### config.mk
export PLATFORM = sky130hd
export DESIGN_NAME = gp_evtimer
export DESIGN_NICKNAME = d
export VERILOG_FILES = /design/src/rtl/gp_evtimer_pkg.sv /design/src/rtl/gp_evtimer_presc.sv /design/src/rtl/gp_evtimer_core.sv /design/src/rtl/gp_evtimer_flags.sv /design/src/rtl/gp_evtimer.sv
export SDC_FILE = /design/constraint.sdc
export NUM_CORES = 1
export LEC_CHECK = 0
export BUFFER_PORTS_ARGS = -buffer_cell sky130_fd_sc_hd__buf_2
export CORE_MARGIN = 1.5
export CORE_UTILIZATION = 45
export CTS_CLUSTER_DIAMETER = 120
export CTS_CLUSTER_SIZE = 16
export DETAILED_ROUTE_END_ITERATION = 16
export PLACE_DENSITY_LB_ADDON = 0.3
export REMOVE_ABC_BUFFERS = 1
export SETUP_SLACK_MARGIN = 0.5
export SLEW_MARGIN = 30
export SYNTH_ARGS = -nofsm -noshare
export SYNTH_HDL_FRONTEND = slang
export SYNTH_SLANG_ARGS = --single-unit
### constraint.sdc
create_clock -name clk -period 6.32 [get_ports clk]
set_input_delay 0.948 -clock clk [delete_from_list [all_inputs] [get_ports clk]]
set_output_delay 0.948 -clock clk [all_outputs]
set_load 0.01 [all_outputs]
### src/rtl/gp_evtimer_pkg.sv
package gp_evtimer_pkg;
  localparam logic [7:0] OFS_CTRL  = 8'h00;
  localparam logic [7:0] OFS_CMD   = 8'h04;
  localparam logic [7:0] OFS_IEN   = 8'h0C;
  localparam logic [7:0] OFS_FLAGS = 8'h10;
  localparam logic [7:0] OFS_FSET  = 8'h14;
  localparam logic [7:0] OFS_FCLR  = 8'h18;
  localparam logic [7:0] OFS_RELD  = 8'h1C;
  localparam logic [7:0] OFS_COUNT = 8'h24;

  localparam int unsigned NUM_FLAGS = 2;
  localparam int unsigned FLAG_OVF  = 0;
  localparam int unsigned FLAG_UNF  = 1;

  typedef struct packed {
    logic [3:0] exp;
    logic [1:0] src;
    logic       oneshot;
    logic [1:0] mode;
  } ctrl_t;
endpackage

### src/rtl/gp_evtimer_presc.sv
module gp_evtimer_presc #(
  parameter int unsigned EXP_W = 4
) (
  input  logic             clk,
  input  logic             rst,
  input  logic             run,
  input  logic             restart,
  input  logic [EXP_W-1:0] exp,
  output logic             tick
);
  localparam int unsigned DIV_W = (1 << EXP_W) - 1;

  logic [DIV_W-1:0] div_q;
  logic [DIV_W-1:0] mask;

  always_comb begin
    mask = '0;
    for (int i = 0; i < DIV_W; i++) begin
      if (i < int'(exp)) mask[i] = 1'b1;
    end
  end

  always_ff @(posedge clk) begin
    if (rst || restart) div_q <= '0;
    else if (run)       div_q <= div_q + 1'b1;
  end

  assign tick = run && ((div_q & mask) == mask);

  // above divide-by-1 two ticks never come back to back
  assert_tick_spacing_R4: assert property (@(posedge clk) disable iff (rst)
    (tick && exp != '0 && !restart) |=> (!tick || exp == '0));
endmodule

### src/rtl/gp_evtimer_core.sv
module gp_evtimer_core #(
  parameter int unsigned CNT_W = 16
) (
  input  logic             clk,
  input  logic             rst,
  input  logic             start,
  input  logic             stop,
  input  logic             tick,
  input  logic             down,
  input  logic             oneshot,
  input  logic [CNT_W-1:0] reload,
  input  logic             cnt_we,
  input  logic [CNT_W-1:0] cnt_wdata,
  output logic             running,
  output logic [CNT_W-1:0] cnt,
  output logic             ovf_ev,
  output logic             unf_ev
);
  always_comb begin
    ovf_ev = tick && !down && (cnt == reload);
    unf_ev = tick &&  down && (cnt == '0);
  end

  always_ff @(posedge clk) begin
    if (rst) begin
      cnt <= '0;
    end else if (cnt_we) begin
      cnt <= cnt_wdata;
    end else if (tick) begin
      if (down) cnt <= unf_ev ? reload : cnt - 1'b1;
      else      cnt <= ovf_ev ? '0 : cnt + 1'b1;
    end
  end

  always_ff @(posedge clk) begin
    if (rst)                               running <= 1'b0;
    else if (stop)                         running <= 1'b0;
    else if (start)                        running <= 1'b1;
    else if (oneshot && (ovf_ev || unf_ev)) running <= 1'b0;
  end

  assert_up_wrap_R5: assert property (@(posedge clk) disable iff (rst)
    (tick && !down && cnt == reload && !cnt_we) |=> (cnt == '0));
  assert_down_reload_R6: assert property (@(posedge clk) disable iff (rst)
    (tick && down && cnt == '0 && !cnt_we) |=> (cnt == $past(reload)));
  assert_oneshot_halt_R7: assert property (@(posedge clk) disable iff (rst)
    (oneshot && (ovf_ev || unf_ev) && !start) |=> !running);
  assert_stopped_hold_R8: assert property (@(posedge clk) disable iff (rst)
    (!running && !cnt_we) |=> $stable(cnt));
endmodule

### src/rtl/gp_evtimer_flags.sv
module gp_evtimer_flags #(
  parameter int unsigned NF = 2
) (
  input  logic          clk,
  input  logic          rst,
  input  logic [NF-1:0] hw_set,
  input  logic          set_we,
  input  logic          clr_we,
  input  logic          ien_we,
  input  logic [NF-1:0] wdata,
  output logic [NF-1:0] flags,
  output logic [NF-1:0] ien,
  output logic          irq
);
  logic [NF-1:0] sw_set, sw_clr;

  always_comb begin
    sw_set = set_we ? wdata : '0;
    sw_clr = clr_we ? wdata : '0;
  end

  always_ff @(posedge clk) begin
    if (rst) begin
      flags <= '0;
      ien   <= '0;
      irq   <= 1'b0;
    end else begin
      flags <= (flags & ~sw_clr) | sw_set | hw_set;
      if (ien_we) ien <= wdata;
      irq <= |(flags & ien);
    end
  end

  assert_clear_empties_R9: assert property (@(posedge clk) disable iff (rst)
    (clr_we && !set_we && hw_set == '0) |=> ((flags & $past(wdata)) == '0));
endmodule

### src/rtl/gp_evtimer.sv
module gp_evtimer
  import gp_evtimer_pkg::*;
#(
  parameter int unsigned CNT_W  = 16,
  parameter int unsigned ADDR_W = 8,
  parameter int unsigned DATA_W = 32
) (
  input  logic              clk,
  input  logic              rst,
  input  logic              bus_wr,
  input  logic              bus_rd,
  input  logic [ADDR_W-1:0] bus_addr,
  input  logic [DATA_W-1:0] bus_wdata,
  output logic [DATA_W-1:0] bus_rdata,
  output logic              irq
);
  localparam int unsigned EXP_W = 4;

  ctrl_t             ctrl_q;
  logic [CNT_W-1:0]  reload_q;
  logic              we_ctrl, we_cmd, we_ien, we_fset, we_fclr, we_reld, we_cnt;
  logic              start, stop, running, tick, ovf_ev, unf_ev;
  logic [CNT_W-1:0]  cnt;
  logic [NUM_FLAGS-1:0] flags, ien, hw_set;

  always_comb begin
    we_ctrl = bus_wr && bus_addr == ADDR_W'(OFS_CTRL);
    we_cmd  = bus_wr && bus_addr == ADDR_W'(OFS_CMD);
    we_ien  = bus_wr && bus_addr == ADDR_W'(OFS_IEN);
    we_fset = bus_wr && bus_addr == ADDR_W'(OFS_FSET);
    we_fclr = bus_wr && bus_addr == ADDR_W'(OFS_FCLR);
    we_reld = bus_wr && bus_addr == ADDR_W'(OFS_RELD);
    we_cnt  = bus_wr && bus_addr == ADDR_W'(OFS_COUNT);
    start   = we_cmd && bus_wdata[0];
    stop    = we_cmd && bus_wdata[1];
    hw_set  = '0;
    hw_set[FLAG_OVF] = ovf_ev;
    hw_set[FLAG_UNF] = unf_ev;
  end

  always_ff @(posedge clk) begin
    if (rst) begin
      ctrl_q   <= '0;
      reload_q <= '1;
    end else begin
      if (we_ctrl) ctrl_q <= '{exp: bus_wdata[27:24], src: bus_wdata[17:16],
                               oneshot: bus_wdata[4], mode: bus_wdata[1:0]};
      if (we_reld) reload_q <= bus_wdata[CNT_W-1:0];
    end
  end

  gp_evtimer_presc #(.EXP_W(EXP_W)) u_presc (
    .clk(clk), .rst(rst),
    .run(running && ctrl_q.src == 2'd0),
    .restart(start), .exp(ctrl_q.exp), .tick(tick)
  );

  gp_evtimer_core #(.CNT_W(CNT_W)) u_core (
    .clk(clk), .rst(rst), .start(start), .stop(stop), .tick(tick),
    .down(ctrl_q.mode[0]), .oneshot(ctrl_q.oneshot), .reload(reload_q),
    .cnt_we(we_cnt), .cnt_wdata(bus_wdata[CNT_W-1:0]),
    .running(running), .cnt(cnt), .ovf_ev(ovf_ev), .unf_ev(unf_ev)
  );

  gp_evtimer_flags #(.NF(NUM_FLAGS)) u_flags (
    .clk(clk), .rst(rst), .hw_set(hw_set), .set_we(we_fset),
    .clr_we(we_fclr), .ien_we(we_ien), .wdata(bus_wdata[NUM_FLAGS-1:0]),
    .flags(flags), .ien(ien), .irq(irq)
  );

  always_ff @(posedge clk) begin
    if (rst) begin
      bus_rdata <= '0;
    end else if (bus_rd) begin
      bus_rdata <= '0;
      case (bus_addr)
        ADDR_W'(OFS_CTRL): begin
          bus_rdata[27:24] <= ctrl_q.exp;
          bus_rdata[17:16] <= ctrl_q.src;
          bus_rdata[4]     <= ctrl_q.oneshot;
          bus_rdata[1:0]   <= ctrl_q.mode;
        end
        ADDR_W'(OFS_IEN):   bus_rdata[NUM_FLAGS-1:0] <= ien;
        ADDR_W'(OFS_FLAGS): bus_rdata[NUM_FLAGS-1:0] <= flags;
        ADDR_W'(OFS_RELD):  bus_rdata[CNT_W-1:0] <= reload_q;
        ADDR_W'(OFS_COUNT): bus_rdata[CNT_W-1:0] <= cnt;
        default: ;
      endcase
    end
  end

  // a command word carrying both bits leaves the timer stopped
  assert_stop_wins_R3: assert property (@(posedge clk) disable iff (rst)
    (start && stop) |=> !running);
endmodule

## Word level (Yosys, flattened, before mapping)

Cells that the tools add are included.
Widths: inputs -> output; s select.

- Bits of input ports: 44
- Bits in registers: 84

- Equality and inequality tests: 9
- Reduce and logical (&&, ||, !) cells: 26
- Add/sub/neg operators: 3
- Magnitude comparators: 15
- Bitwise operators: 6
- Multiplexer cells: 30

Operators by type and width:

| kind | count |
|---|---|
| $mux 16 | 5 |
| $eq 8x5->1 const B | 4 |
| $lt 4x4->1 const A | 7 |
| $pmux 11 s2 | 1 |
| $mux 1 | 17 |
| $add 16x1->16 const B | 1 |
| $eq 16x16->1 | 1 |
| $logic_and 1x1->1 | 16 |
| $logic_not 16->1 | 1 |
| $lt 3x4->1 const A | 4 |
| $sub 16x1->16 const B | 1 |
| $add 15x1->15 const B | 1 |
| $and 15x15->15 | 1 |
| $eq 15x15->1 | 1 |
| $pmux 2 s5 | 1 |
| $eq 8x3->1 const B | 1 |
| $eq 8x4->1 const B | 1 |
| $eq 8x6->1 const B | 1 |
| $logic_not 8->1 | 1 |
| $lt 1x4->1 const A | 2 |
| $lt 2x4->1 const A | 2 |
| $mux 2 | 3 |
| $and 2x2->2 | 2 |
| $mux 4 | 1 |
| 9 further kinds | 13 |

## Logic depth before layout (Yosys ltp)

- Word-level depth: 11
- Mapped depth: 10

## By module

Synthesis repeated with hierarchy kept, for this count alone.

- Cells, all modules: 655
- Area total of the unflattened synthesis: 5302.6 um^2

By module, submodules not included:

| module | seq. area each (um^2) | area each (um^2) | cells each | times used |
|---|---|---|---|---|
| gp_evtimer | 940.9 | 2238.4 | 251 | 1 |
| gp_evtimer_core | 340.3 | 2037.0 | 282 | 1 |
| gp_evtimer_presc | 300.3 | 848.3 | 105 | 1 |
| gp_evtimer_flags | 100.1 | 178.9 | 17 | 1 |

## Worst setup path before layout

Ideal clock, no wire load.

- Path kind: input to register
- Start point: input port bus_addr[3]
- End point: register u_presc.div_q[0]
- Stages: 7
- Data arrival time: 2.374 ns
- Setup slack: 3.829 ns
- Setup time: 0.117 ns
- Required time: 6.203 ns
- Cells stage by stage: nor4b_1 > nand2_1 > nor4_1 > nand2_1 > o21ai_1 > buf_2 > nor2_1

- Longest elaborated chain between the ends: 4

RTL lines:

| item | line | RTL |
|---|---|---|
| from (decl) | gp_evtimer.sv:12 | `input logic [ADDR_W-1:0] bus_addr,` |
| $eq 8x3->1 | gp_evtimer.sv:28 | `we_cmd = bus_wr && bus_addr == ADDR_W'(OFS_CMD);` |
| $logic_and 1x1->1 | gp_evtimer.sv:28 |  |
| $logic_and 1x1->1 | gp_evtimer.sv:34 | `start = we_cmd && bus_wdata[0];` |
| $logic_or 1x1->1 | gp_evtimer_presc.sv:24 | `if (rst \|\| restart) div_q <= '0;` |
| to (signal assigned) | gp_evtimer_presc.sv:25 | `else if (run) div_q <= div_q + 1'b1;` |
| to (decl) | gp_evtimer_presc.sv:13 | `logic [DIV_W-1:0] div_q;` |

Every way passes these cells.
A chain may end at the register's enable or synchronous reset.

## Worst setup path after layout

- Start point: input port bus_addr[3]
- End point: register u_core.cnt[4]

- Longest elaborated chain between the ends: 3

RTL lines:

| item | line | RTL |
|---|---|---|
| $eq 8x6->1 (*) | gp_evtimer.sv:33 | `we_cnt = bus_wr && bus_addr == ADDR_W'(OFS_COUNT);` |
| $logic_and 1x1->1 (*) | gp_evtimer.sv:33 |  |
| $mux 16 / $reduce_bool 2->1 (equally long branches) | - |  |
| to (signal assigned) | gp_evtimer_core.sv:28 | `cnt <= cnt_wdata;` |
| to (signal assigned) | gp_evtimer_core.sv:30 | `if (down) cnt <= unf_ev ? reload : cnt - 1'b1;` |
| to (signal assigned) | gp_evtimer_core.sv:31 | `else cnt <= ovf_ev ? '0 : cnt + 1'b1;` |
| to (decl) | gp_evtimer_core.sv:15 | `output logic [CNT_W-1:0] cnt,` |

Mark *: on every way between the ends. The rest lies on a longest branch, timed or not.

==> summary.txt <==
Yosys
  • Mux cell area share after synthesis: 0.00493
  • Unique masters post-synth: slightly above 60
  • Mapped Area: 5080 µm²
  • Flops & latches, synth: 84
  • Compound-Gate Fraction of Synth Area: 0.208
  • Synthesized instance count: 659
  • Combinational family with the most area after synthesis: simple AND/OR/NAND/NOR gates
  • XOR/XNOR Fraction of Synth Area: 0.0948
  • Prevailing post-synth register cell: dfxtp_1
  • Yosys warning count: 0
  • Post-Syn Area per Cell: 7.71 µm²
  • Async S/R FF share, synth: 0
  • Synth Area in Adders: 0.00985
  • EDFF count, synth: 0
  • Sequential fraction of the synthesis area: 0.331
  • Area share of and/or/nand/nor cells after synthesis: 0.281

Timing
  • Final TNS setup: 0 ns
  • RSZ-0062 raised after global routing: false
  • Min Hold Slack: 0.461 ns
  • Final hold vios: 0
  • Achievable Freq: 331 MHz
  • Max Clock Skew: between 0.005 and 0.006 ns
  • Slew Limit Fails: 0
  • Slew headroom: 0.389
  • Fin crit share: 0.478
  • Worst-margin pin slew: 0.916 ns
  • Min Clock Period, post-route: 3.02 ns
  • Final Setup Violations: 0

Clock tree
  • # clock sinks: 84
  • CTS-repair resized insts: 0
  • TritonCTS clock tree: done
  • Clock Latency Late Sink: 0.34 ns
  • Clock-pin slew on the worst setup and hold paths: ~0.060 ns
  • Cts bufs inserted: 9
  • Root Driver: clkbuf_16
  • H-tree Lvls: 3
  • CTS Hold Bufs: 0
  • CTS max path bufs: 2
  • Setup bufs post-CTS: 0

Global route
  • Number of global-route vias before repair: 4436
  • Met2 Use GR: 0.386
  • Number of antenna violations at the first check in global routing: 0
  • Largest net degree at the start of global routing: 55
  • Overflow after GRT: 0
  • First-pass GRT wire length: 22600 µm
  • Met1 Track Usage GR: 0.324
  • GR Util met3: 0.0424
  • Gr busiest metal: met2
  • Total global-route track usage: 0.243

Route
  • Routed vias/inst: 5.99
  • Vias: 4914
  • DRT Pass-1 Iters: 6
  • WL final: 14100 µm
  • Antenna-violating nets left: 0
  • Drt drc: 0
  • Iter 0 DRT Violations: 593
  • WL/cell: approximately 17 µm

Min path
  • Endpoint, Worst Hold: ctrl_q[1]$_SDFFE_PP0P_
  • Worst Hold Depth: 2
  • HP Class: register to register
  • Worst hold start: ctrl_q[1]$_SDFFE_PP0P_

Setup path
  • Top delay family on crit path: simple AND/OR/NAND/NOR gates
  • R2R Setup Slk: between 3 and 4 ns
  • Path depth of the worst reg2reg path: 5
  • CP Capture Type: register
  • Critical-path maximum fanout: 11
  • Worst Path Arrival: about 3.3 ns
  • Reg-to-Reg Start: ctrl_q[6]$_SDFFE_PP0P_
  • Worst r2r dst: u_core.cnt[4]$_SDFFE_PP0P_
  • Critical path data required time: 6.56 ns
  • WS Path Type: input port to register
  • Worst path slowest cell: nand3_1
  • CP peak stage delay: 0.67 ns
  • Startpoint type of the worst setup path: input port
  • CP Cell Sequence: buf_2 -> nor4b_1 -> nand4_1 -> nand3_1 -> a221oi_1 -> a2111oi_2
  • Worst path bufs/invs: 1

Finish
  • Layout cells sized above 1: 0.147
  • # nets final: 725
  • ANT cells: 0
  • Area delta synth->final: 10.5%

Die
  • Core ar.: roughly 11000 µm²
  • Starting density of the core: 0.465
  • Cell row count: 38
  • I/O pins: between 70 and 80
  • Die area: ~12000 µm²
  • Die Y: ~110 µm
  • Die W: about 110 µm

Pwr
  • Peak supply drop: 0.000126 V
  • Cell Pwr Density: 203 nW/µm²
  • Leak pwr: 2.04 nW

Placed design
  • Port Buffers: 56
  • Placer Congestion: 0.901
  • DP Wirelength: 9510 µm

Status
  • Status: completed

Run
  • Max Cap Viol: 0
## cells by family (layout without fill, tap and decap cells)
logic type / after synthesis / in the layout
xor+xnor: 55 / 55
fa+ha+maj: 4 / 4
flops: 84 / 84
compound gates: 150 / 150
buf+inv: 73 / 86
simple gates: 290 / 290
other cells: 1 / 10
mux: 2 / 2
## routing by layer
layer / vias to the layer above / part of all wire
met3: 37 / 0.074
li1: 2372 / -
met5: - / 0
met2: 204 / 0.46
met1: 2301 / 0.44
met4: 0 / 0.025
## stage by stage
stage | utilization | cells | setup slack, ns | cell area, µm² | power, mW
after floorplan | - | 604 | 3.42 | 4790 | 0.573
after global placement | 0.483 | 805 | 2.46 | 5290 | 0.609
after detailed placement | 0.485 | 806 | 3.00 | 5310 | 0.611
after CTS | 0.513 | 821 | 3.35 | 5610 | 1.15
after global routing | 0.513 | 821 | 3.09 | 5610 | 1.18
final | 0.513 | 821 | 3.30 | 5610 | 1.14
## how the worst max path moves through the flow
stage / start / end / slack (ns) / cells past startpoint
after CTS: bus_addr[3] / u_core.cnt[4]$_SDFFE_PP0P_ / 3.35 / 6
final: bus_addr[3] / u_core.cnt[4]$_SDFFE_PP0P_ / 3.30 / 6
after floorplan: bus_addr[3] / u_core.cnt[4]$_SDFFE_PP0P_ / 3.42 / 5
after detailed placement: bus_addr[3] / u_core.cnt[4]$_SDFFE_PP0P_ / 3.00 / 6
after global placement: bus_addr[3] / u_core.cnt[11]$_SDFFE_PP0P_ / 2.46 / 6
after global routing: bus_addr[3] / u_core.cnt[11]$_SDFFE_PP0P_ / 3.09 / 6
## layout make-up
type / count / area (µm²)
fill: 1061 / 5320
inverter: 9 / 33.8
tap: 140 / 175
clock inverter: 4 / 48.8
sequential: 84 / 1680
timing repair buffer: 62 / 329
clock buffer: 11 / 253
multi-input combinational: 511 / 3090
## worst min-delay path: cells and delay by family, from the launching register on
kind / cells / cell delay [ns]
flops: 1 / 0.31
compound gates: 1 / 0.05
simple gates: 1 / 0.05
## registers in the layout (all words and copies together), names as in the netlist
| name | cells |
|---|---|
| u_flags.irq | 1 |
| u_flags.ien | 2 |
| u_core.cnt | 16 |
| u_presc.div_q | 15 |
| u_flags.flags | 2 |
| ctrl_q | 9 |
| u_core.running | 1 |
| reload_q | 16 |
| bus_rdata | 22 |
## cell usage after synthesis, types with 3 or more instances
master | number | area share
nand2b_1 | 9 | 0.011
o211ai_1 | 4 | 0.0059
a31o_2 | 3 | 0.0052
o21ai_1 | 3 | 0.0030
ha_1 | 4 | 0.0099
a22oi_1 | 20 | 0.030
clkbuf_1 | 31 | 0.023
o31ai_1 | 7 | 0.010
nand4_1 | 13 | 0.016
nor3_1 | 11 | 0.011
or3_1 | 6 | 0.0074
nand2_1 | 95 | 0.070
nand3_1 | 46 | 0.045
buf_4 | 10 | 0.015
xor2_1 | 34 | 0.059
a211oi_1 | 20 | 0.030
a221oi_1 | 9 | 0.016
buf_6 | 3 | 0.0066
o21ai_0 | 11 | 0.011
buf_2 | 16 | 0.016
buf_1 | 3 | 0.0022
xnor2_1 | 21 | 0.036
nor2_1 | 71 | 0.052
a31oi_1 | 13 | 0.016
and3_1 | 3 | 0.0037
dfxtp_1 | 84 | 0.33
inv_1 | 8 | 0.0059
nor4_1 | 18 | 0.022
a21oi_1 | 41 | 0.040
and2_1 | 4 | 0.0049
## cells in the final DEF (no fill, tap or decap), drive strengths merged, types with 6 or more instances in the layout
cell,instances
a211oi,20
a21oi,41
a221oi,9
a22oi,20
a31oi,14
buf,62
clkbuf,11
conb,10
dfxtp,84
inv,9
nand2,95
nand2b,9
nand3,47
nand4,14
nor2,73
nor3,13
nor4,20
o21ai,14
o31ai,7
or3,6
xnor2,21
xor2,34
## power by group
part / switching [mW] / leakage, nW / internal, mW / total (mW)
Clock: 0.215 / 0.151 / 0.325 / 0.540
Sequential: 0.00345 / 0.680 / 0.535 / 0.538
Combinational: 0.0411 / 1.21 / 0.0206 / 0.0617
Power figures use the tool's default switching activity.
